$ cat src/rtl/ata_strobe_pkg.sv
package ata_strobe_pkg;

    localparam int WORD_W = 32;
    localparam int CNT_W  = 5;

    // data-port field positions
    localparam int D_REC_LSB = 0;
    localparam int D_REC_W   = 4;
    localparam int D_ACT_LSB = 4;
    localparam int D_ACT_W   = 5;
    localparam int D_PRE_LSB = 22;
    localparam int D_PRE_W   = 3;

    // task-file field positions
    localparam int C_REC_LSB = 9;
    localparam int C_REC_W   = 4;
    localparam int C_ACT_LSB = 13;
    localparam int C_ACT_W   = 5;
    localparam int C_PRE_LSB = 25;
    localparam int C_PRE_W   = 3;

    typedef enum logic [1:0] {
        ST_IDLE    = 2'd0,
        ST_SETUP   = 2'd1,
        ST_STROBE  = 2'd2,
        ST_RECOVER = 2'd3
    } strobe_state_t;

    typedef struct packed {
        logic [CNT_W-1:0] pre;
        logic [CNT_W-1:0] act;
        logic [CNT_W-1:0] rec;
    } phase_len_t;

endpackage

$ cat src/rtl/ata_strobe_field_sel.sv
module ata_strobe_field_sel
    import ata_strobe_pkg::*;
(
    input  logic [WORD_W-1:0] word,
    input  logic              taskfile,
    output phase_len_t        len
);

    phase_len_t data_len;
    phase_len_t cmd_len;

    // bits outside all timing fields are deliberately dropped
    logic unused_bits;
    assign unused_bits = ^{word[31:28], word[21:18]};

    always_comb begin
        data_len.pre = CNT_W'(word[D_PRE_LSB +: D_PRE_W]);
        data_len.act = CNT_W'(word[D_ACT_LSB +: D_ACT_W]);
        data_len.rec = CNT_W'(word[D_REC_LSB +: D_REC_W]);
        cmd_len.pre  = CNT_W'(word[C_PRE_LSB +: C_PRE_W]);
        cmd_len.act  = CNT_W'(word[C_ACT_LSB +: C_ACT_W]);
        cmd_len.rec  = CNT_W'(word[C_REC_LSB +: C_REC_W]);
        len          = taskfile ? cmd_len : data_len;
    end

endmodule

$ cat src/rtl/ata_strobe_phase_cnt.sv
module ata_strobe_phase_cnt #(
    parameter int W = 5
) (
    input  logic         clk,
    input  logic         rst,
    input  logic         load,
    input  logic [W-1:0] load_val,
    output logic         zero
);

    logic [W-1:0] cnt_q;

    // a loaded value v keeps the phase running for v+1 cycles
    always_ff @(posedge clk) begin
        if (rst) begin
            cnt_q <= '0;
        end else if (load) begin
            cnt_q <= load_val;
        end else if (cnt_q != '0) begin
            cnt_q <= cnt_q - W'(1);
        end
    end

    assign zero = (cnt_q == '0);

endmodule

$ cat src/rtl/ata_strobe_gen.sv
module ata_strobe_gen
    import ata_strobe_pkg::*;
(
    input  logic              clk,
    input  logic              rst,
    input  logic              req_valid,
    output logic              req_ready,
    input  logic              req_write,
    input  logic              req_taskfile,
    input  logic [WORD_W-1:0] req_timing,
    output logic              dior_n,
    output logic              diow_n,
    output logic              done
);

    strobe_state_t     state_q, state_d;
    logic [WORD_W-1:0] word_q;
    logic              wr_q;
    logic              tf_q;
    logic [1:0]        kind_q;
    logic              chain_q;

    logic              accept;
    logic              skip_setup;
    logic              cnt_zero;
    logic              cnt_load;
    logic [CNT_W-1:0]  cnt_val;
    logic [WORD_W-1:0] sel_word;
    logic              sel_tf;
    phase_len_t        len;

    assign accept     = req_valid && (state_q == ST_IDLE);
    assign skip_setup = chain_q && ({req_taskfile, req_write} == kind_q);

    // while idle the incoming word is decoded, afterwards the sampled one
    assign sel_word = (state_q == ST_IDLE) ? req_timing   : word_q;
    assign sel_tf   = (state_q == ST_IDLE) ? req_taskfile : tf_q;

    ata_strobe_field_sel u_sel (
        .word     (sel_word),
        .taskfile (sel_tf),
        .len      (len)
    );

    // next-state decode
    always_comb begin
        state_d = state_q;
        unique case (state_q)
            ST_IDLE:    if (accept)   state_d = skip_setup ? ST_STROBE : ST_SETUP;
            ST_SETUP:   if (cnt_zero) state_d = ST_STROBE;
            ST_STROBE:  if (cnt_zero) state_d = ST_RECOVER;
            ST_RECOVER: if (cnt_zero) state_d = ST_IDLE;
            default:                  state_d = ST_IDLE;
        endcase
    end

    // phase counter reload on every state change
    always_comb begin
        cnt_load = (state_d != state_q);
        unique case (state_d)
            ST_SETUP:   cnt_val = len.pre;
            ST_STROBE:  cnt_val = len.act;
            ST_RECOVER: cnt_val = len.rec;
            default:    cnt_val = '0;
        endcase
    end

    ata_strobe_phase_cnt #(
        .W (CNT_W)
    ) u_cnt (
        .clk      (clk),
        .rst      (rst),
        .load     (cnt_load),
        .load_val (cnt_val),
        .zero     (cnt_zero)
    );

    // state register and request sampling
    always_ff @(posedge clk) begin
        if (rst) begin
            state_q <= ST_IDLE;
            word_q  <= '0;
            wr_q    <= 1'b0;
            tf_q    <= 1'b0;
            kind_q  <= 2'b00;
            chain_q <= 1'b0;
        end else begin
            state_q <= state_d;
            chain_q <= done;
            if (accept) begin
                word_q <= req_timing;
                wr_q   <= req_write;
                tf_q   <= req_taskfile;
                kind_q <= {req_taskfile, req_write};
            end
        end
    end

    // outputs
    always_comb begin
        req_ready = 1'b0;
        dior_n    = 1'b1;
        diow_n    = 1'b1;
        done      = 1'b0;
        unique case (state_q)
            ST_IDLE:    req_ready = 1'b1;
            ST_SETUP:   ;
            ST_STROBE:  begin
                dior_n = wr_q;
                diow_n = !wr_q;
            end
            ST_RECOVER: done = cnt_zero;
            default:    ;
        endcase
    end

endmodule

$ cat config.mk
export PLATFORM = sky130hd
export DESIGN_NAME = ata_strobe_gen
export DESIGN_NICKNAME = d
export VERILOG_FILES = /design/src/rtl/ata_strobe_pkg.sv /design/src/rtl/ata_strobe_field_sel.sv /design/src/rtl/ata_strobe_phase_cnt.sv /design/src/rtl/ata_strobe_gen.sv
export SDC_FILE = /design/constraint.sdc
export NUM_CORES = 1
export LEC_CHECK = 0
export ABC_AREA = 1
export BUFFER_PORTS_ARGS = -buffer_cell sky130_fd_sc_hd__buf_2
export CAP_MARGIN = 0
export CORE_MARGIN = 2
export CORE_UTILIZATION = 54
export CTS_CLUSTER_DIAMETER = 120
export CTS_CLUSTER_SIZE = 14
export DETAILED_ROUTE_END_ITERATION = 7
export PLACE_DENSITY_LB_ADDON = 0.2
export SLEW_MARGIN = 20
export SYNTH_ARGS = -nofsm -noshare
export SYNTH_HDL_FRONTEND = slang
export SYNTH_SLANG_ARGS = --single-unit
export TNS_END_PERCENT = 20
$ cat constraint.sdc
create_clock -name clk -period 2.25 [get_ports clk]
set_clock_uncertainty 0.15 [all_clocks]
set_input_delay 0.225 -clock clk [delete_from_list [all_inputs] [get_ports clk]]
set_output_delay 0.225 -clock clk [all_outputs]
set_load 0.1 [all_outputs]
==> run_results.csv <==
group,metric,value,unit
run_status,outcome,"finished clean",
yosys,syn_area,1960,um2
place,place_area,2140,um2
cts,cts_setup_buffers,0,
worst_setup_path,start_kind,"flop",
worst_setup_path,r2r-end,"u_cnt.cnt_q[0]$_SDFFE_PP0P_",
yosys,ys_warn_count,0,
worst_setup_path,crit_top_cell,"buf_4",
die,rows,21,
worst_setup_path,worstPathMaxFanout,27,
sta,hold-worst-slack,0.0165,ns
worst_setup_path,path_class,"flop to output pin",
power,vdd_drop_max,0.751,mV
drt,drtIter0Drc,145,
die,die_x,64.2,um
sta,tightestPinTransition,0.485,ns
final_layout,mostFrequentLayoutCell,"nand2_1",
cts,cts_tree,"yes",
sta,finalMaxSlewViolations,0,
die,start_util,57.3,%
cts,cts_root_buffer,"clkbuf_4",
sta,setup_violations,0,
final_layout,layout-drive-gt1-share,15.5,%
worst_setup_path,path_cells,"nor2_8 > buf_4 > buf_4",
power,power.density,1170,nW/um2
global_route,antenna_found_initial,0,
cts,cts_inserted_buffers,5,
power,p_leak,1.10,nW
die,coreArea,3420,um2
worst_setup_path,critPathBufInv,2,
global_route,grt.total_usage,23.7,%
drt,viasPerCell,5.06,
yosys,synth_area_per_cell,6.21,um2
sta,slew_headroom,67.6,%
power,clockPowerShare,13.4,%
cts,cts_max_level,2,
worst_setup_path,cp_slowest_cell,"dfxtp_1",
place,dpl.hpwl,3.12,mm
global_route,gr-total-overflow,0,
global_route,grt_max_degree,42,
die,io_pins,41,
sta,min_period_over_period,94.4,%
drt,drtAntennaViolNets,0,
final_layout,antenna_cells,0,
job,drv_cap,0,
drt,post_drt_wl_per_cell,10.9,um
die,die_h,64.2,um
sta,fmax,471,MHz
drt,wl,4.36,mm
power,p_int,1.37,mW
worst_setup_path,arrival,1.75,ns
drt,drc,0,
worst_setup_path,r2r_cells,12,
sta,rsz0062_at_grt,"true",
worst_setup_path,max_stage_delay,0.45,ns
worst_setup_path,crit_required,1.88,ns
cts,clk_path_buf_depth,2,
worst_setup_path,crit_end,"req_ready",
yosys,synth_cells,315,
final_layout,area_growth,17.4,%
final_layout,final_cell_mix,"nand2_1, o21ai_0, dfxtp_1",
worst_setup_path,cp_num_cells,3,
global_route,grt_pass1_vias,1796,
sta,finalCriticalPeriod,2.12,ns
worst_setup_path,rrSetupSlack,0.24,ns
yosys,synth_cell_type_count,24,
die,die-area,4120,um2
cts,cts.reportedPaths.clkPinSlew,0.10,ns
cts,clkSinkCount,34,
place,io_buffers,32,
yosys,synth_nets,354,
cts,clk_latency,0.33,ns
sta,setup_slack,0.125,ns
final_layout,fillers,318,
yosys,synth-seq-cells,34,
drt,dr.pass1.iters,4,
worst_setup_path,r2r-start,"u_cnt.cnt_q[0]$_SDFFE_PP0P_",
power,comb_power_share,55.3,%
final_layout,postLayoutCellArea,2300,um2
drt,vias,2024,
place,gp_congestion,0.868,
place,place_ws,0.248,ns
power,p_switching,1.31,mW
worst_setup_path,crit_path_end_kind,"output pin",
worst_setup_path,crit_family,"buffers and inverters",
min_path,worstHoldPathType,"input pin to flop",
yosys,synth-seq-area-share,34.8,%
power,power_frac_seq,31.4,%
power,p_sw_share,49.0,%
final_layout,layout.nets,392,
worst_setup_path,crit_path_start,"state_q[0]$_SDFF_PP0_",
global_route,grt_pass1_wl,7.80,mm
sta,finalHoldViolCount,0,
state kept, by name, indices dropped and copies added, names as in the netlist:
| register | cells |
|---|---|
| chain_q | 1 |
| state_q | 2 |
| kind_q | 1 |
| u_cnt.cnt_q | 5 |
| tf_q | 1 |
| word_q | 24 |
synthesized netlist by cell type (all sizes together):
cell	count	area share, %
nand2	112	21
o21ai	48	13
dfxtp	34	35
inv	34	6.5
a21oi	29	7.4
nand3	15	3.8
nor2	13	3.5
clkbuf	9	1.8
buf	7	2.2
nand4	5	1.6
a211oi	2	0.77
ha	2	1.3
a21boi	1	0.38
a31oi	1	0.32
nor3	1	0.26
nor3b	1	0.64
xor2	1	0.45
stage by stage:
stage               setup TNS [ns]  instances  utilization, %  power, mW
floorplan                        0        315               -       2.02
global placement                 0        383            62.7       2.28
detailed placement               0        383            62.7       2.31
CTS                              0        400            67.2       2.69
global route              -0.00419        400            67.3       2.94
finish                           0        400            67.3       2.68
per-layer routing:
layer	global-route usage (%)	wire, um
met1	30.1	2120
met2	41.0	2030
met3	4.75	177
met4	5.59	38
met5	0	0
worst min-delay path, cell delays in order:
cell and delay [ns]:
buf_2 0.07, inv_1 0.06, a21oi_1 0.11
kinds of logic (layout without fill, tap and decap cells):
logic type | after synthesis | in the layout | share of synthesized area (%)
AOI/OAI and AO/OA | 81 | 81 | 21.7
xor gates and xnor gates | 1 | 1 | 0.448
adders and majority gates | 2 | 2 | 1.28
DFF | 34 | 34 | 34.8
and+or+nand+nor | 147 | 147 | 31.3
buffers and inverters | 50 | 89 | 10.5
worst min path at each step:
stage                                  from                       to  cells past startpoint
finish                            req_write   kind_q[0]$_SDFFE_PP0N_                      3
global route                 req_timing[12]  word_q[12]$_SDFFE_PP0N_                      3
CTS                               req_write   kind_q[0]$_SDFFE_PP0N_                      3
detailed placement   word_q[7]$_SDFFE_PP0N_   word_q[7]$_SDFFE_PP0N_                      2
global placement    word_q[13]$_SDFFE_PP0N_  word_q[13]$_SDFFE_PP0N_                      2
floorplan                               rst  word_q[15]$_SDFFE_PP0N_                      1
cell type report:
cell class                 count  area, um2  area share (%)
multi-input combinational    231       1070            46.6
sequential                    34        681            29.6
timing repair buffer          47        300            13.1
inverter                      34        128            5.56
tap                           46       57.6            2.51
clock buffer                   7       55.1            2.40
clock inverter                 1       5.00           0.218
what timing repair did:
action | 4_1_cts | 5_1_grt
pin swaps | 0 | 1
setup endpoints to repair | 1 | 3
hold endpoints to repair | 9 | 0
hold buffers | 9 | 0
gates resized for setup | 1 | 1
power by group through the flow:
stage | combinational (mW) | sequential, mW | clock (mW)
floorplan | 1.20 | 0.823 | 0
global route | 1.69 | 0.861 | 0.391
CTS | 1.48 | 0.841 | 0.365
global placement | 1.44 | 0.848 | 0
detailed placement | 1.46 | 0.855 | 0
finish | 1.48 | 0.841 | 0.358
No activity file was read; power rests on OpenSTA's default activity.
